**config.mk**
```make
export PLATFORM = sky130hd
export DESIGN_NAME = pwrclk_ctrl
export DESIGN_NICKNAME = d
export VERILOG_FILES = /design/src/rtl/pwrclk_pkg.sv /design/src/rtl/pwrclk_switch.sv /design/src/rtl/pwrclk_fsm.sv /design/src/rtl/pwrclk_cycdiv.sv /design/src/rtl/pwrclk_ctrl.sv
export SDC_FILE = /design/constraint.sdc
export NUM_CORES = 1
export LEC_CHECK = 0
export BUFFER_PORTS_ARGS = -buffer_cell sky130_fd_sc_hd__buf_4
export CAP_MARGIN = 30
export CORE_ASPECT_RATIO = 0.5
export CORE_MARGIN = 5
export CORE_UTILIZATION = 50
export CTS_BUF_LIST = sky130_fd_sc_hd__clkbuf_4
export CTS_CLUSTER_DIAMETER = 50
export DETAILED_ROUTE_END_ITERATION = 8
export PLACE_DENSITY = 0.93
export SYNTH_ARGS = -nofsm -noshare
export SYNTH_HDL_FRONTEND = slang
export SYNTH_SLANG_ARGS = --single-unit
```
**constraint.sdc**
```tcl
create_clock -name clk -period 2.1 [get_ports clk]
set_clock_uncertainty 0.2 [all_clocks]
set_input_delay 0.105 -clock clk [delete_from_list [all_inputs] [get_ports clk]]
set_output_delay 0.105 -clock clk [all_outputs]
set_load 0.05 [all_outputs]
```
**src/rtl/pwrclk_pkg.sv**
```systemverilog
package pwrclk_pkg;
  typedef enum logic [1:0] {PS_RUN, PS_HOLD, PS_STOP, PS_SETTLE} pstate_t;
  typedef enum logic [1:0] {SW_IDLE, SW_DRAIN, SW_ARM} swstate_t;
endpackage

```
**src/rtl/pwrclk_switch.sv**
```systemverilog
module pwrclk_switch
  import pwrclk_pkg::*;
(
  input  logic clk,
  input  logic rst_n,
  input  logic main_tick,
  input  logic sub_tick,
  input  logic halt,
  input  logic cfg_we,
  input  logic cfg_sel_sub,
  input  logic cfg_main_en,
  output logic sys_tick,
  output logic sel_act,
  output logic main_on,
  output logic refused
);
  logic     sel_tgt;
  swstate_t sw;
  logic     raw_main, raw_sub, old_raw, new_raw, allow_off;

  assign raw_main  = main_tick & main_on & ~halt;
  assign raw_sub   = sub_tick & ~halt;
  assign old_raw   = sel_act ? raw_sub : raw_main;
  assign new_raw   = sel_tgt ? raw_sub : raw_main;
  assign sys_tick  = (sw == SW_IDLE) && (sel_tgt == sel_act) && old_raw;
  assign allow_off = cfg_sel_sub & sel_act & sel_tgt & (sw == SW_IDLE);

  always_ff @(posedge clk) begin
    if (!rst_n) begin
      sel_tgt <= 1'b0;
      sel_act <= 1'b0;
      main_on <= 1'b1;
      refused <= 1'b0;
      sw      <= SW_IDLE;
    end else begin
      if (cfg_we) begin
        sel_tgt <= cfg_sel_sub;
        if (!cfg_main_en && !allow_off) begin
          main_on <= 1'b1;
          refused <= 1'b1;
        end else begin
          main_on <= cfg_main_en;
          refused <= 1'b0;
        end
      end
      case (sw)
        SW_IDLE:  if (sel_tgt != sel_act) sw <= SW_DRAIN;
        SW_DRAIN: if (sel_tgt == sel_act) sw <= SW_IDLE;
                  else if (old_raw) sw <= SW_ARM;
        SW_ARM:   if (new_raw) begin
                    sel_act <= sel_tgt;
                    sw      <= SW_IDLE;
                  end
        default:  sw <= SW_IDLE;
      endcase
    end
  end

  // a main-clock target or active selection always has the oscillator on
  p_main_needs_osc_r5: assert property (@(posedge clk) disable iff (!rst_n)
    (!sel_act || !sel_tgt) |-> main_on);
  // a refusal never leaves the oscillator off
  p_refused_keeps_osc_r5: assert property (@(posedge clk) disable iff (!rst_n)
    $rose(refused) |-> main_on);
endmodule

```
**src/rtl/pwrclk_fsm.sv**
```systemverilog
module pwrclk_fsm
  import pwrclk_pkg::*;
#(
  parameter int IRQ_W    = 8,
  parameter int WAKE_W   = 8,
  parameter int SETTLE_W = 8
) (
  input  logic                clk,
  input  logic                rst_n,
  input  logic                hold_req,
  input  logic                stop_req,
  input  logic [IRQ_W-1:0]    irq_pend,
  input  logic [IRQ_W-1:0]    irq_en,
  input  logic [WAKE_W-1:0]   wake_pins,
  input  logic [WAKE_W-1:0]   wake_mask,
  input  logic [SETTLE_W-1:0] settle_cycles,
  input  logic                sys_tick,
  output pstate_t             pstate
);
  logic [WAKE_W-1:0]   pins_q;
  logic [SETTLE_W-1:0] cnt;
  logic                wake_edge, irq_hit;

  assign wake_edge = |((wake_pins ^ pins_q) & wake_mask);
  assign irq_hit   = |(irq_pend & irq_en);

  always_ff @(posedge clk) begin
    if (!rst_n) begin
      pstate <= PS_RUN;
      pins_q <= '0;
      cnt    <= '0;
    end else begin
      pins_q <= wake_pins;
      case (pstate)
        PS_RUN:    if (stop_req) pstate <= PS_STOP;
                   else if (hold_req) pstate <= PS_HOLD;
        PS_HOLD:   if (irq_hit) pstate <= PS_RUN;
        PS_STOP:   if (wake_edge) begin
                     pstate <= PS_SETTLE;
                     cnt    <= settle_cycles;
                   end
        PS_SETTLE: if (cnt == '0) pstate <= PS_RUN;
                   else if (sys_tick) cnt <= cnt - 1'b1;
        default:   pstate <= PS_RUN;
      endcase
    end
  end

  // an enabled pending interrupt ends hold on the next edge
  p_hold_exit_r6: assert property (@(posedge clk) disable iff (!rst_n)
    (pstate == PS_HOLD && irq_hit) |=> pstate == PS_RUN);
  // without a masked pin change stop persists
  p_stop_persists_r7: assert property (@(posedge clk) disable iff (!rst_n)
    (pstate == PS_STOP && !wake_edge) |=> pstate == PS_STOP);
endmodule

```
**src/rtl/pwrclk_cycdiv.sv**
```systemverilog
module pwrclk_cycdiv #(
  parameter int CYC_LEN = 4
) (
  input  logic clk,
  input  logic rst_n,
  input  logic tick_in,
  output logic core_ce,
  output logic cyc_stb
);
  localparam int PH_W = (CYC_LEN > 1) ? $clog2(CYC_LEN) : 1;
  localparam logic [PH_W-1:0] LAST = PH_W'(CYC_LEN - 1);
  logic [PH_W-1:0] ph;

  always_ff @(posedge clk) begin
    if (!rst_n) begin
      ph      <= '0;
      core_ce <= 1'b0;
      cyc_stb <= 1'b0;
    end else begin
      core_ce <= tick_in;
      cyc_stb <= tick_in && (ph == LAST);
      if (tick_in) ph <= (ph == LAST) ? '0 : ph + 1'b1;
    end
  end

  // the machine-cycle strobe only accompanies a core pulse
  p_stb_with_ce_r3: assert property (@(posedge clk) disable iff (!rst_n)
    cyc_stb |-> core_ce);
endmodule

```
**src/rtl/pwrclk_ctrl.sv**
```systemverilog
module pwrclk_ctrl
  import pwrclk_pkg::*;
#(
  parameter int IRQ_W    = 8,
  parameter int WAKE_W   = 8,
  parameter int SETTLE_W = 8,
  parameter int CYC_LEN  = 4
) (
  input  logic                clk,
  input  logic                rst_n,
  input  logic                main_tick,
  input  logic                sub_tick,
  input  logic                cfg_we,
  input  logic                cfg_sel_sub,
  input  logic                cfg_main_en,
  input  logic                hold_req,
  input  logic                stop_req,
  input  logic [IRQ_W-1:0]    irq_pend,
  input  logic [IRQ_W-1:0]    irq_en,
  input  logic [WAKE_W-1:0]   wake_pins,
  input  logic [WAKE_W-1:0]   wake_mask,
  input  logic [SETTLE_W-1:0] settle_cycles,
  output logic                core_ce,
  output logic                cyc_stb,
  output logic                sub_ce,
  output logic                cur_sel_sub,
  output logic                main_on,
  output logic                osc_refused,
  output logic                in_hold,
  output logic                in_stop,
  output logic                in_settle
);
  pstate_t pstate;
  logic    sys_tick, halt;

  assign halt      = (pstate == PS_STOP);
  assign in_hold   = (pstate == PS_HOLD);
  assign in_stop   = halt;
  assign in_settle = (pstate == PS_SETTLE);

  pwrclk_switch u_switch (
    .clk(clk), .rst_n(rst_n), .main_tick(main_tick), .sub_tick(sub_tick),
    .halt(halt), .cfg_we(cfg_we), .cfg_sel_sub(cfg_sel_sub),
    .cfg_main_en(cfg_main_en), .sys_tick(sys_tick), .sel_act(cur_sel_sub),
    .main_on(main_on), .refused(osc_refused)
  );

  pwrclk_fsm #(.IRQ_W(IRQ_W), .WAKE_W(WAKE_W), .SETTLE_W(SETTLE_W)) u_fsm (
    .clk(clk), .rst_n(rst_n), .hold_req(hold_req), .stop_req(stop_req),
    .irq_pend(irq_pend), .irq_en(irq_en), .wake_pins(wake_pins),
    .wake_mask(wake_mask), .settle_cycles(settle_cycles),
    .sys_tick(sys_tick), .pstate(pstate)
  );

  pwrclk_cycdiv #(.CYC_LEN(CYC_LEN)) u_div (
    .clk(clk), .rst_n(rst_n), .tick_in(sys_tick && (pstate == PS_RUN)),
    .core_ce(core_ce), .cyc_stb(cyc_stb)
  );

  always_ff @(posedge clk) begin
    if (!rst_n) sub_ce <= 1'b0;
    else        sub_ce <= sub_tick && !halt;
  end

  // the core is gated for every cycle spent in hold
  p_no_core_in_hold_r6: assert property (@(posedge clk) disable iff (!rst_n)
    $past(in_hold) |-> !core_ce);
  // the sub-clock enable is silent during stop
  p_sub_quiet_in_stop_r7: assert property (@(posedge clk) disable iff (!rst_n)
    $past(in_stop) |-> !sub_ce);
  // no core pulse on the edge where the source changes
  p_switch_no_pulse_r4: assert property (@(posedge clk) disable iff (!rst_n)
    !$stable(cur_sel_sub) |-> !core_ce);
endmodule

```
Yosys cells after proc, flatten, opt, wreduce, memory -nomap -nowiden

Index checks and enable logic that the tools add are counted.

Add/subtract/negate cells: 2
Eq/ne operators: 17
Muxes and demuxes: 20
Bitwise gates (word level): 10
Reduce and logical (&&, ||, !) cells: 19

Operator list:

| cell                                                                    | number |
|---|---|
| 8-bit two-way mux                                                       | 3 |
| 2-bit two-way mux                                                       | 10 |
| 8-bit bitwise AND                                                       | 2 |
| 8-bit case mux with 2 select lines                                      | 1 |
| 8-bit OR reduction                                                      | 2 |
| 2-bit by 1-bit inequality test with 1-bit output, second input constant | 5 |
| 2-bit equality test, second input constant                              | 4 |
| 8-bit logical NOT                                                       | 1 |
| 2-bit case mux with 4 select lines                                      | 1 |
| 4-bit AND reduction                                                     | 2 |
| 8-bit by 1-bit subtractor with 8-bit output, second input constant      | 1 |
| 8-bit bitwise XOR                                                       | 1 |
| 1-bit bitwise AND                                                       | 6 |
| 1-bit logical AND                                                       | 6 |
| 2-bit case mux with 3 select lines                                      | 1 |
| 2-bit by 1-bit equality test with 1-bit output, second input constant   | 2 |
| 2-bit logical NOT                                                       | 2 |
| 1-bit two-way mux                                                       | 4 |
| 2-bit inequality test, second input constant                            | 2 |
| 1-bit logical NOT                                                       | 3 |
| 3-bit by 1-bit inequality test with 1-bit output, second input constant | 1 |
| 3-bit inequality test, second input constant                            | 1 |
| 3-bit AND reduction                                                     | 1 |
| 2-bit by 1-bit adder with 2-bit output, second input constant           | 1 |
| other kinds (5)                                                         | 5 |

Register bits: 29
Logic and storage cells: 80

Longest topological paths before layout

Gate-level depths: netlist (run 1).

Word-level depth: 8
Mapped depth: 8
Depth with buffers taken out: 7

Modules after synthesis

A second synthesis (run 1) with hierarchy kept.

Cells, all modules: 172
Area, all modules: 1574.0 µm²

By module, submodules not included:

| module        | times used | cells an instance | area an instance (µm²) | seq. area each (µm²) |
|---|---|---|---|---|
| pwrclk_fsm    | 1          | 121               | 1054.8                 | 360.3 |
| pwrclk_switch | 1          | 32                | 301.5                  | 120.1 |
| pwrclk_cycdiv | 1          | 12                | 150.1                  | 80.1 |
| pwrclk_ctrl   | 1          | 7                 | 67.6                   | 20.0 |

Worst setup path before layout (run 1)

No wires, ideal clock.

Kind: register to register
Start point: register u_fsm.pstate[0]
End point: register u_fsm.pstate[0]
Data arrival time: 1908 ps
Path slack: -104 ps
Stages on the path, launching flop included: 7
Clock period less this slack: 2204 ps
Cells stage by stage: dfxtp_1 -> nor2b_1 -> nand3_1 -> a221oi_1 -> a21oi_1 -> o21ai_0 -> nor4b_1

Longest elaborated chain between the ends: 3

RTL lines:

| item                                                       | RTL line          | text |
|---|---|---|
| start: declaration                                         | pwrclk_fsm.sv:18  | `output pstate_t pstate` |
| start signal: assignment                                   | pwrclk_fsm.sv:29  | `pstate <= PS_RUN;` |
| start signal: assignment                                   | pwrclk_fsm.sv:35  | `PS_RUN: if (stop_req) pstate <= PS_STOP;` |
| start signal: assignment                                   | pwrclk_fsm.sv:36  | `else if (hold_req) pstate <= PS_HOLD;` |
| 2-bit by 1-bit equality test with 1-bit output *           | -                 |  |
| via in_hold                                                | pwrclk_ctrl.sv:29 | `output logic in_hold,` |
| 2-bit by 1-bit inequality test with 1-bit output (no line) | -                 |  |
| 4-bit AND reduction (no line)                              | -                 |  |

Mark *: on every way through the listed nets, which the timed path passes. The rest lies on a longest branch.
A chain may end at the register's enable or synchronous reset.

Worst setup path after layout (run 1)

Start point: input port wake_pins[2]
End point: register u_fsm.cnt[3]

Longest elaborated chain between the ends: 5

RTL lines:

| item                                                       | RTL line          | text |
|---|---|---|
| start: declaration                                         | pwrclk_ctrl.sv:20 | `input logic [WAKE_W-1:0] wake_pins,` |
| 8-bit bitwise XOR                                          | pwrclk_fsm.sv:24  | `assign wake_edge = \|((wake_pins ^ pins_q) & wake_mask);` |
| 8-bit bitwise AND                                          | pwrclk_fsm.sv:24  |  |
| 8-bit OR reduction                                         | pwrclk_fsm.sv:24  |  |
| 2-bit by 1-bit inequality test with 1-bit output (no line) | -                 |  |
| 4-bit AND reduction (no line)                              | -                 |  |
| end signal: assignment                                     | pwrclk_fsm.sv:40  | `cnt <= settle_cycles;` |
| end signal: assignment                                     | pwrclk_fsm.sv:43  | `else if (sys_tick) cnt <= cnt - 1'b1;` |
| end: declaration                                           | pwrclk_fsm.sv:21  | `logic [SETTLE_W-1:0] cnt;` |

No other way between the ends.

==> results of run 1 <==
## logic make-up after synthesis
kind of cell / count (synthesis)
buffers and inverters: 9
muxes: 1
adders and majority gates: 3
AOI/OAI and AO/OA: 44
DFF: 29
xor gates and xnor gates: 14
and+or+nand+nor: 70
## layout make-up
type	count	area, µm²	area share
Sequential cell	29	583	0.251
Tap cell	40	50.0	0.0216
Inverter	5	21.3	0.00917
Multi-Input combinational cell	132	878	0.379
Clock inverter	1	3.75	0.00162
Clock buffer	6	45.0	0.0194
Timing Repair Buffer	88	738	0.318
## worst reg2reg max path, cell delays in order (launching register included)
cell and delay [ns]:
dfxtp_1 0.37, nor4_2 0.39, a31oi_1 0.23, a21oi_1 0.29
o21ai_0 0.16, nor4b_1 0.17
## worst paths after layout
kind / from / end / slack [ns] / depth (start not counted)
max reg2reg: u_fsm.cnt[2]$_SDFFE_PN0P_ / u_fsm.pstate[0]$_SDFFE_PN0P_ / 0.16 / 5
min reg2reg: u_div.ph[0]$_SDFFE_PN0P_ / u_div.ph[0]$_SDFFE_PN0P_ / 0.28 / 2
min: settle_cycles[1] / u_fsm.cnt[1]$_SDFFE_PN0P_ / -0.02 / 3
max: wake_pins[2] / u_fsm.cnt[3]$_SDFFE_PN0P_ / 0.14 / 8
## per-stage QoR
step,hold WS [ns],instances
floorplan,0.0267,170
global placement,0.124,263
detailed placement,0.128,263
CTS,0.00130,301
global route,0.00582,301
finish,-0.0189,301
## cell usage in the layout, fill, tap and decap left out, types with 2 or more instances in the layout
| cell type | synthesis | layout |
|---|---|---|
| nand3_1 | 7 | 7 |
| nor2b_1 | 3 | 2 |
| a21oi_1 | 13 | 13 |
| o22ai_1 | 2 | 2 |
| a221oi_2 | 1 | 2 |
| nand2_1 | 19 | 19 |
| ha_1 | 3 | 3 |
| nor4_1 | 2 | 2 |
| xnor2_1 | 3 | 3 |
| a31oi_1 | 2 | 2 |
| dfxtp_2 | 0 | 2 |
| dlygate4sd3_1 | 0 | 31 |
| inv_1 | 4 | 4 |
| o221ai_1 | 6 | 6 |
| nand4_1 | 2 | 2 |
| clkbuf_4 | 0 | 6 |
| dfxtp_1 | 29 | 27 |
| a22oi_1 | 6 | 6 |
| and2_1 | 11 | 11 |
| nor3_1 | 3 | 3 |
| nand2b_1 | 3 | 3 |
| o21ai_0 | 4 | 4 |
| xor2_1 | 11 | 11 |
| nor2_1 | 10 | 10 |
| buf_4 | 0 | 57 |
## repair_timing
item,in CTS,in global routing
hold buffers,31,0
resized for setup,0,4
endpoints found under the setup margin,0,2
endpoints found under the hold margin,22,0
## synth_stat cells, drive strengths merged, types with 3 or more instances
cell type,count
a221oi,3
nand2,21
xnor2,3
nand3,7
inv,5
dfxtp,29
o221ai,6
xor2,11
a21oi,14
a22oi,6
nor2,10
ha,3
nor2b,3
nor4,3
nand2b,4
o21ai,5
nor3,3
and2,12
## power breakdown
| group | total (mW) | leakage [nW] | internal [mW] | switching [mW] |
|---|---|---|---|---|
| Combinational | 0.419 | 0.770 | 0.208 | 0.211 |
| Clock | 0.334 | 0.0292 | 0.134 | 0.200 |
| Sequential | 0.626 | 0.239 | 0.587 | 0.0389 |
| Total | 1.38 | 1.04 | 0.929 | 0.450 |
## registers in the layout, summed over array words and instances (netlist names)
signal,flops
u_fsm.cnt,8
u_fsm.pins_q,8
u_div.ph,2
u_fsm.pstate,2
u_switch.sw,2
sub_ce,1
u_div.core_ce,1
u_div.cyc_stb,1
u_switch.main_on,1
u_switch.refused,1
u_switch.sel_act,1
u_switch.sel_tgt,1
## per-layer routing
metal	track usage	vias up	routed length, µm
met3	0.0678	27	376
li1	-	795	-
met1	0.263	756	1920
met5	0	-	0
met2	0.395	85	2380
met4	0.135	0	210
==> out/qor.csv, run 1 <==
stage;metric;value;unit
run_status;result of the run;finished with violations;
run_status;violations in the final reports;hold timing;
global_route;number of global-route vias before repair;1694;
synth;dominant combinational cell family by area after synthesis;simple AND/OR/NAND/NOR gates;
cts;clock-pin transition on the worst setup and hold timing paths;0.09;ns
power_and_ir_drop;Total Power Consumption;1.38;mW
flow_run;number of max-cap violations;0;
synth;count of flip-flops with a built-in enable after synthesis;0;
routing;Routed WL per cell;16.2;µm
setup_path;Crit Path Max Fanout;6;
routing;routed via count;1663;
cts;Root Buffer Master;clkbuf_4;
setup_path;CP required;2.12;ns
cts;number of sinks on the clock net;29;
synth;most common flop cell mapped by yosys;dfxtp_1;
synth;parity-gate share of the synthesized area counting xor and xnor cells;0.0824;
floorplanning;die width;87.1;µm
cts;number of clock buffers inserted by TritonCTS;5;
synth;fraction of the mapped netlist area in compound gates;0.208;
placed_design;total placed instance area;0.00194;mm²
floorplanning;area inside the core boundary;0.00293;mm²
timing;measured slew at the worst slew-check pin;0.505;ns
cts;TritonCTS clock tree;done;
placed_design;count of buffers from port buffering;57;
synth;share of cell area taken by muxes after synthesis;0.00673;
synth;Netlist cell types;45;
synth;share of Yosys cell area claimed by the top area cell type;0.390;
placed_design;worst-case setup slack after placement;0.167;ns
global_route;global-route wire length before repair;7.82;mm
routing;ANT nets after route;0;
timing;fin crit period;1.96;ns
setup_path;worst path bufs/invs;2;
placed_design;HPWL after detailed placement;2.90;mm
setup_path;max incr delay on CP;0.55;ns
floorplanning;Starting Density;0.509;
synth;synthesized area per cell;8.75;µm²
synth;post-synthesis cell count;170;
global_route;number of antenna violations at the first check in global routing;0;
routing;Detailed Route Iter0 Violations;136;
floorplanning;number of top-level design ports;58;
global_route;leftover overflow at the end of global routing;0;
floorplanning;chip height;48.6;µm
synth;cell area after synthesis;0.00149;mm²
timing;slew margin rel.;0.663;
synth;cell accounting for the most synthesized area;dfxtp_1;
timing;Worst Hold Slack;-0.0189;ns
finish;Inserted Diodes;0;
cts;maximum count of clock buffers along a single path;2;
global_route;pin count of the biggest net entering global routing;17;
global_route;total global-route track usage;0.234;
routing;number of search-and-repair iterations in the first detailed-routing pass;4;
setup_path;Largest delay share family, worst path;compound AO/OA/AOI/OAI gates;
timing;Setup WS post-layout;0.137;ns
floorplanning;die footprint;0.00423;mm²
synth;share of flip-flops with an asynchronous set or reset;0;
finish;Layout Utilization;0.793;
hold_path;Hold Path Class;in -> reg;
power_and_ir_drop;pwr/cell area;594;mW/mm²
timing;Max Transition Viols Final;0;
cts;count of H-tree levels built during CTS;2;
finish;ratio of cells with drive above 1 in the final layout;0.295;
timing;number of failing hold endpoints at the final stage;1;
synth;Mapped Nets;222;
finish;area added between synthesis and finish;55.9;%
setup_path;critical path's slowest cell;dlygate4sd3_1;
timing;setup violation total in the final timing report;0;
synth;area fraction in and, or, nand and nor cells after synthesis;0.257;
timing;Tcrit/Tclk final;0.935;
setup_path;Cell Chain, Critical Path;dlygate4sd3_1 > buf_4 > xor2_1 > a22oi_1 > nand2_1 > o21a_1 > o221ai_1 > o21ai_0;
routing;number of remaining DRC errors;0;
cts;Post-CTS Repair Setup Buffers;0;
power_and_ir_drop;cell leakage power;1.04;nW
cts;insertion delay of the later-clocked pin in the worst-skew pair;0.34;ns
setup_path;critical path start-end classification;in -> reg;
synth;Synth Area in Adders;0.0252;
synth;number of synthesized register bits;29;
floorplanning;count of standard-cell rows;14;
finish;final instance area;0.00232;mm²
timing;RSZ-0062 raised after global routing;false;
setup_path;Startpoint Class;input pin;
finish;final net count;313;
timing;sum of negative setup slack;0;ns
synth;YS warnings;0;
synth;top post-synthesis cells by area;dfxtp_1, xor2_1, nand2_1;
finish;fillers;179;
setup_path;category of the worst setup path capture point;flip-flop;
routing;detailed-route vias per instance;5.52;
timing;Max Fclk;509;MHz
placed_design;final estimated routing congestion in global placement;0.903;
synth;portion of the post-synthesis area used by sequential elements;0.390;
setup_path;arrival time at the worst endpoint;1.98;ns
routing;Routed WL;4.88;mm
power_and_ir_drop;Max rail drop VDD;432;µV
Power figures use the tool's default switching activity.
==> run 2: changes to the inputs <==
- CORE_UTILIZATION: 50 -> 45
- PLACE_DENSITY: 0.93 -> 0.86
==> run 2 against run 1 <==
The run now ends clean. Sequential share of layout area down 0.28 points. Worst setup slack got worse by 0.072 ns. Cell count rose by 1.0%. Sequential power is essentially flat. Flip-flop and latch count unchanged. Design area grew 0.92%. Utilization decreased by 3.4 points. Critical path type unchanged. Highest routed layer unchanged. Hold slack better by 0.069 ns. Critical endpoint is now u_fsm.cnt[1]$_SDFFE_PN0P_. Clock-buffer cell count down 1.
==> out/qor.csv, run 2 (synthesized netlist as in run 1, its figures left out) <==
stage;metric;value;unit
cts;Post-CTS Repair Setup Buffers;0;
routing;Detailed Route Iter0 Violations;109;
global_route;global-route wire length before repair;7.82;mm
global_route;pin count of the biggest net entering global routing;17;
routing;number of remaining DRC errors;0;
timing;slew margin rel.;0.664;
timing;Max Fclk;491;MHz
setup_path;worst setup path startpoint;wake_pins[3];
setup_path;arrival time at the worst endpoint;2.07;ns
placed_design;count of buffers from port buffering;57;
global_route;leftover overflow at the end of global routing;0;
power_and_ir_drop;Clock Power Share;0.233;
routing;routed via count;1664;
flow_run;number of max-cap violations;0;
cts;number of clock buffers inserted by TritonCTS;5;
routing;number of search-and-repair iterations in the first detailed-routing pass;5;
power_and_ir_drop;internal power;0.918;mW
timing;Max Transition Viols Final;0;
power_and_ir_drop;portion of total power attributed to combinational logic;0.310;
setup_path;CP required;2.14;ns
finish;final instance area;0.00234;mm²
placed_design;HPWL after detailed placement;2.93;mm
setup_path;reg-to-reg critical path startpoint;u_fsm.pstate[0]$_SDFFE_PN0P_;
floorplanning;die footprint;0.00463;mm²
cts;count of H-tree levels built during CTS;2;
floorplanning;chip height;50.7;µm
global_route;number of antenna violations at the first check in global routing;0;
placed_design;total placed instance area;0.00194;mm²
timing;measured slew at the worst slew-check pin;0.504;ns
timing;Tcrit/Tclk final;0.969;
power_and_ir_drop;net switching power;0.445;mW
power_and_ir_drop;sequential group share of total power;0.457;
finish;most frequent cells in the layout;buf_4, dlygate4sd3_1, dfxtp_1, nand2_1, a21oi_1;
global_route;met2 usage;0.389;
setup_path;critical path start-end classification;in -> reg;
placed_design;final estimated routing congestion in global placement;0.883;
finish;Inserted Diodes;0;
timing;RSZ-0062 raised after global routing;true;
timing;setup violation total in the final timing report;0;
cts;maximum count of clock buffers along a single path;2;
routing;ANT nets after route;0;
routing;detailed-route vias per instance;5.47;
run_status;result of the run;completed;
finish;final net count;315;
floorplanning;area inside the core boundary;0.00308;mm²
global_route;global routing usage on met1;0.218;
global_route;total global-route track usage;0.212;
floorplanning;Starting Density;0.483;
timing;number of failing hold endpoints at the final stage;0;
power_and_ir_drop;Sw Ratio;0.327;
finish;area added between synthesis and finish;57.4;%
cts;insertion delay of the later-clocked pin in the worst-skew pair;0.33;ns
hold_path;worst hold start;settle_cycles[1];
cts;TritonCTS clock tree;done;
hold_path;Hold Path Class;in -> reg;
power_and_ir_drop;Max rail drop VDD;449;µV
setup_path;category of the worst setup path capture point;flip-flop;
setup_path;Startpoint Class;input pin;
floorplanning;die width;91.3;µm
timing;fin crit period;2.03;ns
timing;Worst Hold Slack;0.0500;ns
routing;Routed WL per cell;15.5;µm
cts;Root Buffer Master;clkbuf_4;
finish;fillers;213;
finish;FF+latch area;582;µm²
cts;clock-pin transition on the worst setup and hold timing paths;0.09;ns
finish;ratio of cells with drive above 1 in the final layout;0.292;
finish;area of combinational cells with multiple inputs;880;µm²
cts;number of sinks on the clock net;29;
routing;Routed WL;4.72;mm
power_and_ir_drop;pwr/cell area;582;mW/mm²
floorplanning;number of top-level design ports;58;
setup_path;Crit Path Max Fanout;10;
global_route;number of global-route vias before repair;1756;
global_route;fraction of met3 tracks used by global routing;0.0612;
power_and_ir_drop;cell leakage power;1.05;nW
finish;registers with the highest flip-flop counts;u_fsm.cnt (8), u_fsm.pins_q (8);
global_route;routing layer with the top usage in global route;met2;
finish;most common library cell in the layout ignoring fill and taps;buf_4;
floorplanning;count of standard-cell rows;14;
[run 2: power groups by stage]
stage	Sequential (mW)	Clock (mW)	Combinational, mW
2_1_floorplan	0.638	0	0.216
3_3_place_gp	0.630	0	0.343
3_5_place_dp	0.633	0	0.353
4_1_cts	0.620	0.319	0.402
5_1_grt	0.627	0.347	0.464
6_report	0.623	0.317	0.423
[run 2: final timing paths]
check                                                      to  slack [ns]  depth (start not counted)
worst min register to register  u_switch.refused$_SDFFE_PN0P_        0.29                          2
worst max register to register      u_fsm.cnt[1]$_SDFFE_PN0P_        0.15                          7
worst max-delay path                u_fsm.cnt[1]$_SDFFE_PN0P_        0.07                          8
worst min-delay path                u_fsm.cnt[1]$_SDFFE_PN0P_        0.05                          3
[run 2: routing by layer]
metal / up-vias / routed length (µm)
met1: 768 / 1760
met2: 78 / 2450
met3: 16 / 360
met5: - / 0
met4: 0 / 147
li1: 802 / -
[run 2: critical path, cell delays in order]
cell and delay, ns:
dlygate4sd3_1 0.54, buf_4 0.14, xor2_1 0.15, a22oi_1 0.23, nand2_1 0.17, o21ai_4 0.32, a221oi_1 0.13, a311oi_1 0.28
[run 2: per-stage QoR]
step                      power [mW]  std cells  utilization  setup slack (ns)  TNS [ns]
after global routing            1.44        304        0.759           -0.0233   -0.0233
after detailed placement       0.985        263        0.631             0.204         0
after global placement         0.972        263        0.631             0.288         0
after CTS                       1.34        304        0.754            0.0811         0
after floorplan                0.855        170            -             0.129         0
final                           1.36        304        0.759            0.0652         0
[run 2: cell type report]
cell class | count | area share
Clock inverter | 3 | 0.00534
Clock buffer | 5 | 0.0160
Timing Repair Buffer | 90 | 0.324
Multi-Input combinational cell | 132 | 0.376
Tap cell | 40 | 0.0214
Inverter | 5 | 0.00909
Sequential cell | 29 | 0.249
[run 2: timing repair]
item | in CTS | in global routing
hold buffers | 33 | 0
gates resized for setup | 0 | 4
setup endpoints to repair | 0 | 4
hold endpoints to repair | 22 | 0
==> run 3: changes to the inputs <==
--- a/config.mk
+++ b/config.mk
@@ -9,5 +9,4 @@
 export CAP_MARGIN = 30
 export CORE_ASPECT_RATIO = 0.5
-export CORE_MARGIN = 5
 export CORE_UTILIZATION = 45
 export CTS_BUF_LIST = sky130_fd_sc_hd__clkbuf_4
==> constraint.sdc (replaced) <==
create_clock -name clk -period 2.1 [get_ports clk]
set_clock_uncertainty 0.2 [all_clocks]
set_input_delay 0.21 -clock clk [delete_from_list [all_inputs] [get_ports clk]]
set_output_delay 0.21 -clock clk [all_outputs]
set_load 0.05 [all_outputs]
==> run 3 against run 2 <==
Critical path depth is 1 higher. Largest power group unchanged. Register-to-register slack better by 0.07 ns. Global-route usage grew 2.4 points. Sequential share of layout area grew 1.5 points. Die area decreased by 23%. Utilization is 3.9 points lower. Via count decreased by 8.5%. Combinational power fell by 7.3%. First-iteration DRC count down 33%. Largest cell class unchanged. Non-clock buffer count decreased by 15.
==> out/qor.csv, run 3 (synthesized netlist as in run 1, its figures left out) <==
stage;metric;value;unit
floorplanning;chip height;42.7;µm
placed_design;total placed instance area;0.00194;mm²
finish;final instance area;0.00221;mm²
placed_design;worst-case setup slack after placement;0.193;ns
routing;ANT nets after route;0;
setup_path;max incr delay on CP;0.54;ns
global_route;pin count of the biggest net entering global routing;17;
timing;Tcrit/Tclk final;0.948;
flow_run;number of max-cap violations;0;
cts;clock-pin transition on the worst setup and hold timing paths;0.08;ns
floorplanning;count of standard-cell rows;14;
routing;routed via count;1523;
power_and_ir_drop;cell leakage power;0.978;nW
global_route;total global-route track usage;0.236;
floorplanning;die footprint;0.00355;mm²
global_route;number of antenna violations at the first check in global routing;0;
setup_path;worst path bufs/invs;3;
placed_design;final estimated routing congestion in global placement;0.902;
global_route;number of global-route vias before repair;1465;
power_and_ir_drop;pwr/cell area;665;mW/mm²
routing;number of remaining DRC errors;0;
cts;Root Buffer Master;clkbuf_4;
hold_path;Hold Path Class;in -> reg;
finish;Inserted Diodes;0;
timing;number of failing hold endpoints at the final stage;0;
floorplanning;die width;83.3;µm
cts;insertion delay of the later-clocked pin in the worst-skew pair;0.33;ns
finish;fillers;230;
timing;Setup WS post-layout;0.109;ns
setup_path;Crit Path Max Fanout;7;
setup_path;CP required;2.15;ns
timing;fin crit period;1.99;ns
power_and_ir_drop;Total Power Consumption;1.47;mW
global_route;global-route wire length before repair;6.48;mm
timing;setup violation total in the final timing report;0;
cts;number of clock buffers inserted by TritonCTS;5;
global_route;leftover overflow at the end of global routing;0;
routing;Detailed Route Iter0 Violations;73;
power_and_ir_drop;Sw Ratio;0.290;
power_and_ir_drop;sequential group share of total power;0.422;
setup_path;Cell Chain, Critical Path;dlygate4sd3_1 > buf_4 > xor2_1 > a22oi_1 > nand2_1 > o21ai_4 > buf_4 > nand3_1 > a21oi_1;
floorplanning;Starting Density;0.485;
power_and_ir_drop;Clock Power Share;0.311;
placed_design;HPWL after detailed placement;2.67;mm
routing;number of search-and-repair iterations in the first detailed-routing pass;4;
finish;area added between synthesis and finish;48.4;%
setup_path;category of the worst setup path capture point;flip-flop;
timing;Max Fclk;502;MHz
run_status;result of the run;completed;
placed_design;count of buffers from port buffering;57;
floorplanning;number of top-level design ports;58;
timing;Worst Hold Slack;0.0264;ns
finish;most frequent cells in the layout;buf_4, dfxtp_1, nand2_1, dlygate4sd3_1, a21oi_1;
cts;maximum count of clock buffers along a single path;2;
setup_path;arrival time at the worst endpoint;2.04;ns
power_and_ir_drop;Max rail drop VDD;338;µV
routing;Routed WL;3.86;mm
cts;number of sinks on the clock net;29;
setup_path;critical path start-end classification;in -> reg;
cts;TritonCTS clock tree;done;
timing;RSZ-0062 raised after global routing;false;
power_and_ir_drop;net switching power;0.425;mW
timing;Max Transition Viols Final;0;
setup_path;Largest delay share family, worst path;buffers and inverters;
finish;ratio of cells with drive above 1 in the final layout;0.321;
routing;detailed-route vias per instance;5.27;
setup_path;Startpoint Class;input pin;
floorplanning;area inside the core boundary;0.00307;mm²
finish;final net count;300;
setup_path;critical path's slowest cell;dlygate4sd3_1;
routing;Routed WL per cell;13.4;µm
finish;registers with the highest flip-flop counts;u_fsm.cnt (8), u_fsm.pins_q (8);
finish;most common library cell in the layout ignoring fill and taps;buf_4;
timing;slew margin rel.;0.677;
setup_path;most frequent cell on the critical path;buf_4;
power_and_ir_drop;portion of total power attributed to combinational logic;0.267;
timing;sum of negative setup slack;0;ns
timing;measured slew at the worst slew-check pin;0.483;ns
cts;count of H-tree levels built during CTS;2;
setup_path;setup slack of the most critical reg-to-reg path;0.22;ns
power_and_ir_drop;internal power;1.04;mW
run 3: worst paths after layout:
check                               startpoint                      endpoint  cells after the start
setup / recovery                  wake_pins[2]     u_fsm.cnt[6]$_SDFFE_PN0P_                      9
hold / removal                        stop_req  u_fsm.pstate[1]$_SDFFE_PN0P_                      3
hold reg to reg       u_div.ph[0]$_SDFFE_PN0P_      u_div.ph[0]$_SDFFE_PN0P_                      2
setup reg to reg  u_fsm.pstate[0]$_SDFFE_PN0P_     u_fsm.cnt[1]$_SDFFE_PN0P_                      7
run 3: power by group through the flow:
stage	Combinational [mW]	Sequential (mW)	Clock [mW]
2_1_floorplan	0.216	0.638	0
3_3_place_gp	0.343	0.630	0
3_5_place_dp	0.352	0.632	0
4_1_cts	0.375	0.619	0.467
5_1_grt	0.428	0.626	0.490
6_report	0.392	0.620	0.457
run 3: worst min-delay path, cell delays in order:
cell      delay, ns
buf_4          0.12
a21oi_1        0.12
a211oi_1       0.06
run 3: stage by stage:
stage	utilization	cells
3_3_place_gp	0.634	263
2_1_floorplan	-	170
5_1_grt	0.720	289
6_report	0.720	289
4_1_cts	0.709	286
3_5_place_dp	0.634	263
run 3: layout make-up:
class / instances / area (µm²) / share of cell area
clock inverter: 2 / 33.8 / 0.0153
inverter: 5 / 25.0 / 0.0113
tap: 40 / 50.0 / 0.0227
multi-input combinational: 132 / 872 / 0.395
clock buffer: 6 / 45.0 / 0.0204
timing repair buffer: 75 / 601 / 0.272
sequential: 29 / 582 / 0.263
run 3: routing by layer:
metal	track usage	up-vias	part of all wire
li1	-	772	-
met1	0.274	703	0.43
met2	0.428	41	0.51
met3	0.0525	7	0.041
met4	0.100	0	0.018
met5	0	-	0
run 3: what timing repair did:
action,in CTS,in global routing
setup endpoints to repair,0,5
endpoints found under the hold margin,13,0
hold buffers,15,0
resized for setup,0,3
setup buffers,0,3
